`config.mk`:
```
export PLATFORM = sky130hd
export DESIGN_NAME = irq_pend_arb
export DESIGN_NICKNAME = d
export VERILOG_FILES = /design/src/rtl/irq_arb_pkg.sv /design/src/rtl/irq_chan_ctl.sv /design/src/rtl/irq_req_eval.sv /design/src/rtl/irq_pend_arb.sv
export SDC_FILE = /design/constraint.sdc
export NUM_CORES = 1
export LEC_CHECK = 0
export BUFFER_PORTS_ARGS = -buffer_cell sky130_fd_sc_hd__clkbuf_2
export CORE_UTILIZATION = 44
export CTS_CLUSTER_DIAMETER = 40
export DETAILED_ROUTE_END_ITERATION = 10
export PLACE_DENSITY = 0.74
export SETUP_SLACK_MARGIN = 0.1
export SYNTH_ARGS = -nofsm -noshare
export SYNTH_HDL_FRONTEND = slang
export SYNTH_SLANG_ARGS = --single-unit
```
`constraint.sdc`:
```
create_clock -name clk -period 3.4 [get_ports clk]
set_clock_uncertainty 0.1 [all_clocks]
set_input_delay 0.34 -clock clk [delete_from_list [all_inputs] [get_ports clk]]
set_output_delay 0.34 -clock clk [all_outputs]
set_load 0.01 [all_outputs]
```
`src/rtl/irq_arb_pkg.sv`:
```
package irq_arb_pkg;
    localparam int NCH    = 2;
    localparam int VEC_W  = 8;
    localparam int PEND_W = 8;
    localparam int MODE_W = 2;
    localparam int POS_W  = $clog2(PEND_W);

    localparam logic [VEC_W-1:0] VEC_RX   = VEC_W'(4);
    localparam logic [VEC_W-1:0] VEC_TX   = VEC_W'(0);
    localparam logic [VEC_W-1:0] VEC_IDLE = VEC_W'(6);

    localparam logic [NCH-1:0][POS_W-1:0] RX_POS = {POS_W'(2), POS_W'(5)};
    localparam logic [NCH-1:0][POS_W-1:0] TX_POS = {POS_W'(1), POS_W'(4)};

    typedef struct packed {
        logic             rx_pend;
        logic             tx_pend;
        logic             rx_svc;
        logic             tx_svc;
        logic [VEC_W-1:0] vec;
    } chan_st_t;
endpackage

```
`src/rtl/irq_chan_ctl.sv`:
```
module irq_chan_ctl
    import irq_arb_pkg::*;
(
    input  logic             clk,
    input  logic             rst_n,
    input  logic             rx_set_i,
    input  logic             rx_clr_i,
    input  logic             tx_set_i,
    input  logic             tx_clr_i,
    input  logic             cmd_tx_rst_i,
    input  logic             cmd_hi_rst_i,
    output logic             rx_pend_nx_o,
    output logic             tx_pend_nx_o,
    output logic             rx_svc_o,
    output logic             tx_svc_o,
    output logic [VEC_W-1:0] vec_o
);
    chan_st_t st_d, st_q;
    logic     kill_rx, kill_tx;

    always_comb begin
        st_d    = st_q;
        kill_rx = rx_clr_i | (cmd_hi_rst_i & st_q.rx_svc);
        kill_tx = tx_clr_i | cmd_tx_rst_i
                | (cmd_hi_rst_i & ~st_q.rx_svc & st_q.tx_svc);

        if (kill_rx) begin
            st_d.rx_pend = 1'b0;
            st_d.rx_svc  = 1'b0;
            if (st_d.tx_pend) begin
                st_d.tx_svc = 1'b1;
                st_d.vec    = VEC_TX;
            end else begin
                st_d.vec = VEC_IDLE;
            end
        end
        if (kill_tx) begin
            st_d.tx_pend = 1'b0;
            st_d.tx_svc  = 1'b0;
            if (st_d.rx_pend) begin
                st_d.rx_svc = 1'b1;
                st_d.vec    = VEC_RX;
            end else begin
                st_d.vec = VEC_IDLE;
            end
        end
        if (rx_set_i) begin
            st_d.rx_pend = 1'b1;
            if (!st_d.tx_svc) begin
                st_d.rx_svc = 1'b1;
                st_d.vec    = VEC_RX;
            end
        end
        if (tx_set_i) begin
            st_d.tx_pend = 1'b1;
            if (!st_d.rx_svc) begin
                st_d.tx_svc = 1'b1;
                st_d.vec    = VEC_TX;
            end
        end
    end

    always_ff @(posedge clk) begin
        if (!rst_n) begin
            st_q <= '{rx_pend: 1'b0, tx_pend: 1'b0, rx_svc: 1'b0,
                      tx_svc: 1'b0, vec: VEC_IDLE};
        end else begin
            st_q <= st_d;
        end
    end

    assign rx_pend_nx_o = st_d.rx_pend;
    assign tx_pend_nx_o = st_d.tx_pend;
    assign rx_svc_o     = st_q.rx_svc;
    assign tx_svc_o     = st_q.tx_svc;
    assign vec_o        = st_q.vec;

    AST_SVC_EXCL: assert property (@(posedge clk) disable iff (!rst_n)
        !(st_q.rx_svc && st_q.tx_svc));
    AST_RX_ENTER: assert property (@(posedge clk) disable iff (!rst_n)
        (rx_set_i && !st_q.rx_svc && !st_q.tx_svc) |=> (rx_svc_o && vec_o == VEC_RX));
    AST_RX_DROP: assert property (@(posedge clk) disable iff (!rst_n)
        (rx_clr_i && !rx_set_i) |=> !rx_svc_o);
    AST_VEC_CODE: assert property (@(posedge clk) disable iff (!rst_n)
        (vec_o == VEC_RX || vec_o == VEC_TX || vec_o == VEC_IDLE));
    AST_TXRST: assert property (@(posedge clk) disable iff (!rst_n)
        (cmd_tx_rst_i && !tx_set_i) |=> !tx_svc_o);
    AST_SET_WINS: assert property (@(posedge clk) disable iff (!rst_n)
        (rx_set_i && rx_clr_i) |=> st_q.rx_pend);
endmodule

```
`src/rtl/irq_req_eval.sv`:
```
module irq_req_eval
    import irq_arb_pkg::*;
(
    input  logic              rx_pend_i,
    input  logic              tx_pend_i,
    input  logic              ie_master_i,
    input  logic              ie_tx_i,
    input  logic [MODE_W-1:0] rx_mode_i,
    input  logic              brk_ie_i,
    input  logic              brk_i,
    output logic              req_o
);
    logic rx_mode_on;

    always_comb begin
        rx_mode_on = (rx_mode_i == MODE_W'(1)) || (rx_mode_i == MODE_W'(2));
        req_o = ie_master_i & ((ie_tx_i & tx_pend_i)
                             | (rx_mode_on & rx_pend_i)
                             | (brk_ie_i & brk_i));
    end
endmodule

```
`src/rtl/irq_pend_arb.sv`:
```
module irq_pend_arb
    import irq_arb_pkg::*;
(
    input  logic                       clk,
    input  logic                       rst_n,
    input  logic [NCH-1:0]             rx_set_i,
    input  logic [NCH-1:0]             rx_clr_i,
    input  logic [NCH-1:0]             tx_set_i,
    input  logic [NCH-1:0]             tx_clr_i,
    input  logic [NCH-1:0]             cmd_tx_rst_i,
    input  logic [NCH-1:0]             cmd_hi_rst_i,
    input  logic [NCH-1:0]             ie_master_i,
    input  logic [NCH-1:0]             ie_tx_i,
    input  logic [NCH-1:0][MODE_W-1:0] rx_mode_i,
    input  logic [NCH-1:0]             brk_ie_i,
    input  logic [NCH-1:0]             brk_i,
    output logic [PEND_W-1:0]          pend_o,
    output logic [VEC_W-1:0]           vec_a_o,
    output logic [VEC_W-1:0]           vec_b_o,
    output logic                       irq_o
);
    logic [NCH-1:0]            rx_pend_nx, tx_pend_nx, rx_svc, tx_svc, req;
    logic [NCH-1:0][VEC_W-1:0] vec;
    logic                      irq_d, irq_q;

    for (genvar c = 0; c < NCH; c++) begin : g_ch
        irq_chan_ctl u_ctl (
            .clk          (clk),
            .rst_n        (rst_n),
            .rx_set_i     (rx_set_i[c]),
            .rx_clr_i     (rx_clr_i[c]),
            .tx_set_i     (tx_set_i[c]),
            .tx_clr_i     (tx_clr_i[c]),
            .cmd_tx_rst_i (cmd_tx_rst_i[c]),
            .cmd_hi_rst_i (cmd_hi_rst_i[c]),
            .rx_pend_nx_o (rx_pend_nx[c]),
            .tx_pend_nx_o (tx_pend_nx[c]),
            .rx_svc_o     (rx_svc[c]),
            .tx_svc_o     (tx_svc[c]),
            .vec_o        (vec[c])
        );
        irq_req_eval u_req (
            .rx_pend_i   (rx_pend_nx[c]),
            .tx_pend_i   (tx_pend_nx[c]),
            .ie_master_i (ie_master_i[c]),
            .ie_tx_i     (ie_tx_i[c]),
            .rx_mode_i   (rx_mode_i[c]),
            .brk_ie_i    (brk_ie_i[c]),
            .brk_i       (brk_i[c]),
            .req_o       (req[c])
        );
    end

    always_comb begin
        irq_d  = |req;
        pend_o = '0;
        for (int c = 0; c < NCH; c++) begin
            pend_o[RX_POS[c]] = rx_svc[c];
            pend_o[TX_POS[c]] = tx_svc[c];
        end
    end

    always_ff @(posedge clk) begin
        if (!rst_n) irq_q <= 1'b0;
        else        irq_q <= irq_d;
    end

    assign irq_o   = irq_q;
    assign vec_a_o = vec[0];
    assign vec_b_o = vec[1];

    AST_IRQ_MASKED: assert property (@(posedge clk) disable iff (!rst_n)
        (ie_master_i == '0) |=> !irq_o);
    AST_IRQ_BREAK: assert property (@(posedge clk) disable iff (!rst_n)
        (ie_master_i[0] && brk_ie_i[0] && brk_i[0]) |=> irq_o);
    AST_PEND_RSVD: assert property (@(posedge clk) disable iff (!rst_n)
        (pend_o & 8'hC9) == 8'h00);
endmodule

```
* Yosys cells after proc, flatten, opt, wreduce, memory -nomap -nowiden
Index checks and enable logic that the tools add are counted.
** Operators by class
- Equality and inequality tests :: 4
- Multiplexer cells :: 30
- Bitwise gates (word level) :: 26
- Reduce and logical (&&, ||, !) cells :: 3
** Operators by type and width (count)
- 9-bit two-way mux :: 4
- 8-bit two-way mux :: 4
- 11-bit two-way mux :: 2
- 10-bit two-way mux :: 2
- 1-bit AND :: 14
- 1-bit two-way mux :: 14
- 1-bit bitwise OR :: 10
- 3-bit two-way mux :: 2
- 2-bit by 1-bit equality test with 1-bit output (second input constant) :: 2
- 2-bit equality test (second input constant) :: 2
- 2-bit two-way mux :: 2
- 1-bit logical OR :: 2
- 1-bit inverter :: 2
- 2-bit OR reduction :: 1
** Word-level totals
- Bits in registers :: 25
- Input bits :: 26
- Output and inout port bits :: 25
- Word-level logic and storage cells :: 74

* Depth between registers and ports, before layout
- Word-level depth :: 11
- Depth in mapped cells :: 5
- Depth with buffers taken out :: 4

* Hierarchy
A second synthesis with hierarchy kept.
** Unflattened totals
- Cell total of the unflattened synthesis :: 133
- Area, all modules :: 1242.4 um^2
** By module, submodules not included
- irq_chan_ctl :: instances 2, cells an instance 58, area an instance 549.3 um^2, sequential area each 240.2 um^2
- irq_req_eval :: instances 2, cells an instance 5, area an instance 41.3 um^2, sequential area each 0.0 um^2
- irq_pend_arb :: instances 1, cells an instance 7, area an instance 61.3 um^2, sequential area each 20.0 um^2

* Worst setup path before layout
OpenSTA, ideal clock, no wires.
- Path kind :: register to register
- Start point :: register g_ch[1].u_ctl.st_q, in the netlist g_ch[1].u_ctl.rx_svc_o
- End point :: register g_ch[1].u_ctl.st_q, in the netlist g_ch[1].u_ctl.vec_o[2]
- Library setup time :: 0.123 ns
- Arrival :: 1.328 ns
- Data required time :: 3.177 ns
- Slack :: 1.849 ns
- Cell stages (with the launch flop) :: 5
- Buffers on the path :: 1
- Clock period less this slack :: 1.551 ns
- Cells stage by stage :: dfxtp_1 > and3b_1 > or3_1 > buf_6 > o32a_2
** On the way
- Longest elaborated chain between the ends :: 9
- Elaborated cells on any way between the ends :: 16
- Classes of those cells :: 10 x mux; 6 x bitwise
** RTL lines
- start, declared :: line irq_chan_ctl.sv:18 : chan_st_t st_d, st_q;
- start signal, assigned :: line irq_chan_ctl.sv:65 : st_q <= '{rx_pend: 1'b0, tx_pend: 1'b0, rx_svc: 1'b0,
- start signal, assigned :: line irq_chan_ctl.sv:68 : st_q <= st_d;
- 1-bit AND or 1-bit inverter (tied branches) :: line irq_chan_ctl.sv:23, irq_chan_ctl.sv:25
- 1-bit bitwise OR or 1-bit AND (tied branches) :: line irq_chan_ctl.sv:23, irq_chan_ctl.sv:25
- 10-bit two-way mux (tied with other cells) :: line irq_chan_ctl.sv:27 : if (kill_rx) begin
- 1-bit two-way mux or 1-bit bitwise OR (tied branches) :: line irq_chan_ctl.sv:40, irq_chan_ctl.sv:25
- 11-bit two-way mux * :: line irq_chan_ctl.sv:37 : if (kill_tx) begin
- 1-bit two-way mux or 8-bit two-way mux (tied branches) :: line irq_chan_ctl.sv:49 : if (!st_d.tx_svc) begin
- 1-bit two-way mux or 8-bit two-way mux (tied branches) :: line irq_chan_ctl.sv:47 : if (rx_set_i) begin
- 9-bit two-way mux :: line irq_chan_ctl.sv:56 : if (!st_d.rx_svc) begin
- 9-bit two-way mux * :: line irq_chan_ctl.sv:54 : if (tx_set_i) begin
Every way passes the cells marked *; elsewhere a longest branch is shown, timed or not.
A chain may end at the register's enable or synchronous reset.

* Worst setup path in the final report
- Start point :: register g_ch[1].u_ctl.st_q, in the netlist g_ch[1].u_ctl.rx_svc_o
- End point :: register g_ch[1].u_ctl.st_q, in the netlist g_ch[1].u_ctl.vec_o[1]
** On the way
- Longest elaborated chain between the ends :: 9
- Elaborated cells on any way between the ends :: 17
- Classes of those cells :: 11 x mux; 6 x bitwise
** RTL lines
- 1-bit AND or 1-bit inverter (tied branches) :: line irq_chan_ctl.sv:23, irq_chan_ctl.sv:25
- 1-bit bitwise OR or 1-bit AND (tied branches) :: line irq_chan_ctl.sv:23, irq_chan_ctl.sv:25
- 1-bit two-way mux (tied with other cells) :: line irq_chan_ctl.sv:27
- 2-bit two-way mux (tied with other cells) :: line irq_chan_ctl.sv:40 : if (st_d.rx_pend) begin
- 11-bit two-way mux * :: line irq_chan_ctl.sv:37
- 8-bit two-way mux or 1-bit two-way mux (tied branches) :: line irq_chan_ctl.sv:49
- 8-bit two-way mux or 1-bit two-way mux (tied branches) :: line irq_chan_ctl.sv:47
- 9-bit two-way mux :: line irq_chan_ctl.sv:56
- 9-bit two-way mux * :: line irq_chan_ctl.sv:54
Marked as above.

==> impl_summary.txt <==
----------------------------------------------------
[Timing]
  Final hold violations ... 0
  Maximum achievable frequency ... 589 MHz
  Post-route setup TNS ... 0 ns
  Number of max-slew violations in the final report ... 0
  Time the final worst path needs with I/O delays and setup ... between 1.5 and 2 ns
  Fraction of the cycle the final worst path needs ... 0.499
  Number of endpoints failing setup at the final stage ... 0
  RSZ-0062 raised after global routing ... false
  Worst hold slack ... between 0.15 and 0.2 ns

[Critical path]
  Crit path cell chain ... and3b_1 > o311ai_0 > nand3_1 > o31ai_1
  Worst path slowest cell ... sky130_fd_sc_hd__o311ai_0
  Critical Path Max Stage Delay ... roughly 0.41 ns
  Type of element launching the critical path ... flop
  Critical Path Fanout Max ... 5
  Critical path class ... reg -> reg
  Kind of end point of the critical path ... flop
  Worst endpoint data arrival time ... ~1.8 ns
  Required arrival time at the worst endpoint ... approximately 3.5 ns

[Placed design]
  Routability congestion estimate from global placement ... approximately 0.86
  Number of buffer cells added on primary ports ... 46
  DPL Wire Length ... between 1500 and 2000 µm

[Die]
  Effective utilization at floorplan ... 0.464
  Core area ... 2760 µm²
  Row count ... 19
  Die boundary height ... 55.9 µm
  Die area ... 3130 µm²
  Die boundary width ... 55.9 µm
  Top Ports ... a little over 50

[Routing]
  Detailed router's first-iteration violation count ... 31
  Total detailed-routing wirelength ... ~2400 µm
  Residual DRC count ... 0
  Overall via count from detail_route ... a little over 1,000
  Per-cell routed wire length ... around 12 µm
  Final antenna-violating net count ... 0
  Drt pass-1 iters ... 4
  Via density per instance ... roughly 5.3

[Clock network]
  Clock transition at the register clock pins on the worst setup and hold paths after CTS ... 0.13 ns
  Number of hold buffers added after cts ... 0
  Post-CTS Resized ... 0
  Post-CTS setup repair buffer count ... 0
  Num Clock Sinks ... 25
  Max H-tree Level ... 1
  Clk Latency, worst-skew pair ... around 0.32 ns
  CTS buffer count ... 3
  Root buffer cell ... sky130_fd_sc_hd__clkbuf_4
  Max Root-Sink Buffers ... 2
  TritonCTS clock tree ... yes

[GRT]
  Total track usage ... 0.157
  Met3 GRT Util ... 0.0535
  Global-route wire length before repair ... 3980 µm
  GRT Max-Usage Layer ... met2
  Number of global-route vias before repair ... about 880
  Aggregate global routing overflow ... 0
  Pin count of the biggest net entering global routing ... 16
  Met2 layer usage reported by global route ... 0.239
  GR Layer Usage met1 ... 0.223
  Number of antenna violations at the first check in global routing ... 0

[Hold path]
  Min-delay worst type ... in -> reg

[Cells and area]
  Antenna diode count ... 0
  Most common cell after layout, fill and taps aside ... sky130_fd_sc_hd__clkbuf_2
  Fraction of final layout cells with drive strength greater than 1 ... 0.343
  Synth-to-Final Area Change ... 8.90%
  Commonest cells after routing, fill and taps aside ... sky130_fd_sc_hd__clkbuf_2 (46), sky130_fd_sc_hd__dfxtp_1 (25), sky130_fd_sc_hd__and2_1 (15)
  Net total in the final layout ... 193

[Yosys]
  Proportion of synthesized flip-flops having asynchronous set or reset ... 0
  Post-synthesis sequential area ratio ... 0.391
  Main area contributors after synthesis ... sky130_fd_sc_hd__dfxtp_1 (39%), sky130_fd_sc_hd__buf_4 (14%), sky130_fd_sc_hd__and2_1 (7.3%), sky130_fd_sc_hd__a21oi_1 (3.1%), sky130_fd_sc_hd__nor2_1 (2.6%)
  Yosys cell types ... 43
  Post-synthesis cell type with the largest combined area ... sky130_fd_sc_hd__dfxtp_1
  Yosys warning total ... 0
  Summed instance area of the synthesized netlist ... roughly 1300 µm²
  Average instance area after synthesis ... roughly 9.2 µm²
  Synth Instances ... ~140
  EDFF count, synth ... 0
  Number of synthesized register bits ... 25
  Leading register cell type out of synthesis ... sky130_fd_sc_hd__dfxtp_1
  Post-synth top area share ... 0.391

[Status]
  Outcome ... finished, final reports clean

[Job]
  Max-cap violation count ... 0

[Pwr]
  Maximum vdd ir drop ... about 0.30 mV
  Pleak ... 0.631 nW
  Power density cells ... ~380 nW/µm²

----------------------------------------------------
## per-layer routing
metal  part of all wire  routed length [µm]  vias up
met3              0.062                 152        2
met1               0.47                1150      478
met4             0.0041                  10        0
li1                   -                   -      521
met5                  0                   0        -
met2               0.46                1120       36
## registers in the layout (all words and copies together) (netlist names)
signal,cells
irq_o,1
g_ch.u_ctl.st_q,4
g_ch.u_ctl.tx_svc_o,2
g_ch.u_ctl.rx_svc_o,2
g_ch.u_ctl.vec_o,16
## critical path, delay by kind of cell (launching register included)
family / cells / cell delay [ns]
compound gates: 2 / 0.67
simple gates: 2 / 0.44
flops: 1 / 0.40
## kinds of logic after synthesis
family | count (synthesis) | share of synthesized area
buffers and inverters | 29 | 0.162
AND/OR/NAND/NOR | 43 | 0.201
flip-flops | 25 | 0.391
XOR/XNOR | 2 | 0.0137
other | 1 | 0.00293
AO/OA/AOI/OAI | 39 | 0.229
## report_power, final
part           internal, W  leakage [nW]  switching (W)
registers         0.000304         0.205      0.0000106
logic            0.0000408         0.413      0.0000473
clock network    0.0000450        0.0139      0.0000875
## area by class of cell
| class | count | area [µm²] |
|---|---|---|
| multi-input cells | 88 | 582 |
| well taps | 31 | 38.8 |
| inverters | 3 | 11.3 |
| clock buffers | 3 | 22.5 |
| fillers | 282 | 1370 |
| flip-flops and latches | 25 | 500 |
| repair buffers | 46 | 230 |
| clock inverters | 1 | 7.51 |
## path summary, 6_finish.rpt
| kind | start | end | cells past startpoint | slack, ns |
|---|---|---|---|---|
| worst max-delay path | g_ch[1].u_ctl.rx_svc_o$_SDFF_PN0_ | g_ch[1].u_ctl.vec_o[1]$_SDFF_PN1_ | 4 | 1.70 |
| worst min-delay path | ie_master_i[0] | irq_o$_SDFF_PN0_ | 2 | 0.17 |
| worst max register to register | g_ch[1].u_ctl.rx_svc_o$_SDFF_PN0_ | g_ch[1].u_ctl.vec_o[1]$_SDFF_PN1_ | 4 | 1.70 |
| worst min register to register | g_ch[1].u_ctl.vec_o[4]$_SDFF_PN0_ | g_ch[1].u_ctl.vec_o[4]$_SDFF_PN0_ | 1 | 0.37 |
## cells in the mapped netlist, types with 2 or more instances
master	number
sky130_fd_sc_hd__buf_4	24
sky130_fd_sc_hd__a211o_1	2
sky130_fd_sc_hd__a21oi_1	8
sky130_fd_sc_hd__nor2_1	9
sky130_fd_sc_hd__inv_1	3
sky130_fd_sc_hd__nor3_1	2
sky130_fd_sc_hd__nor3b_1	2
sky130_fd_sc_hd__xnor2_1	2
sky130_fd_sc_hd__o21a_1	3
sky130_fd_sc_hd__a22oi_1	2
sky130_fd_sc_hd__a21o_1	2
sky130_fd_sc_hd__dfxtp_1	25
sky130_fd_sc_hd__nand2_1	4
sky130_fd_sc_hd__o21ai_0	3
sky130_fd_sc_hd__o211ai_1	3
sky130_fd_sc_hd__o31ai_1	3
sky130_fd_sc_hd__and2_1	15
sky130_fd_sc_hd__a211oi_1	2
## stage by stage
| step | cell area (µm²) | util | total power [W] | worst slack (ns) | instances |
|---|---|---|---|---|---|
| final | 1390 | 0.505 | 0.000535 | 1.70 | 197 |
| after floorplan | 1290 | - | 0.000384 | 1.85 | 142 |
| after CTS | 1390 | 0.505 | 0.000541 | 1.68 | 197 |
| after global placement | 1360 | 0.494 | 0.000406 | 1.73 | 193 |
| after detailed placement | 1360 | 0.494 | 0.000408 | 1.68 | 193 |
| after global routing | 1390 | 0.505 | 0.000567 | 1.57 | 197 |
(Power assumes the default switching activity.)
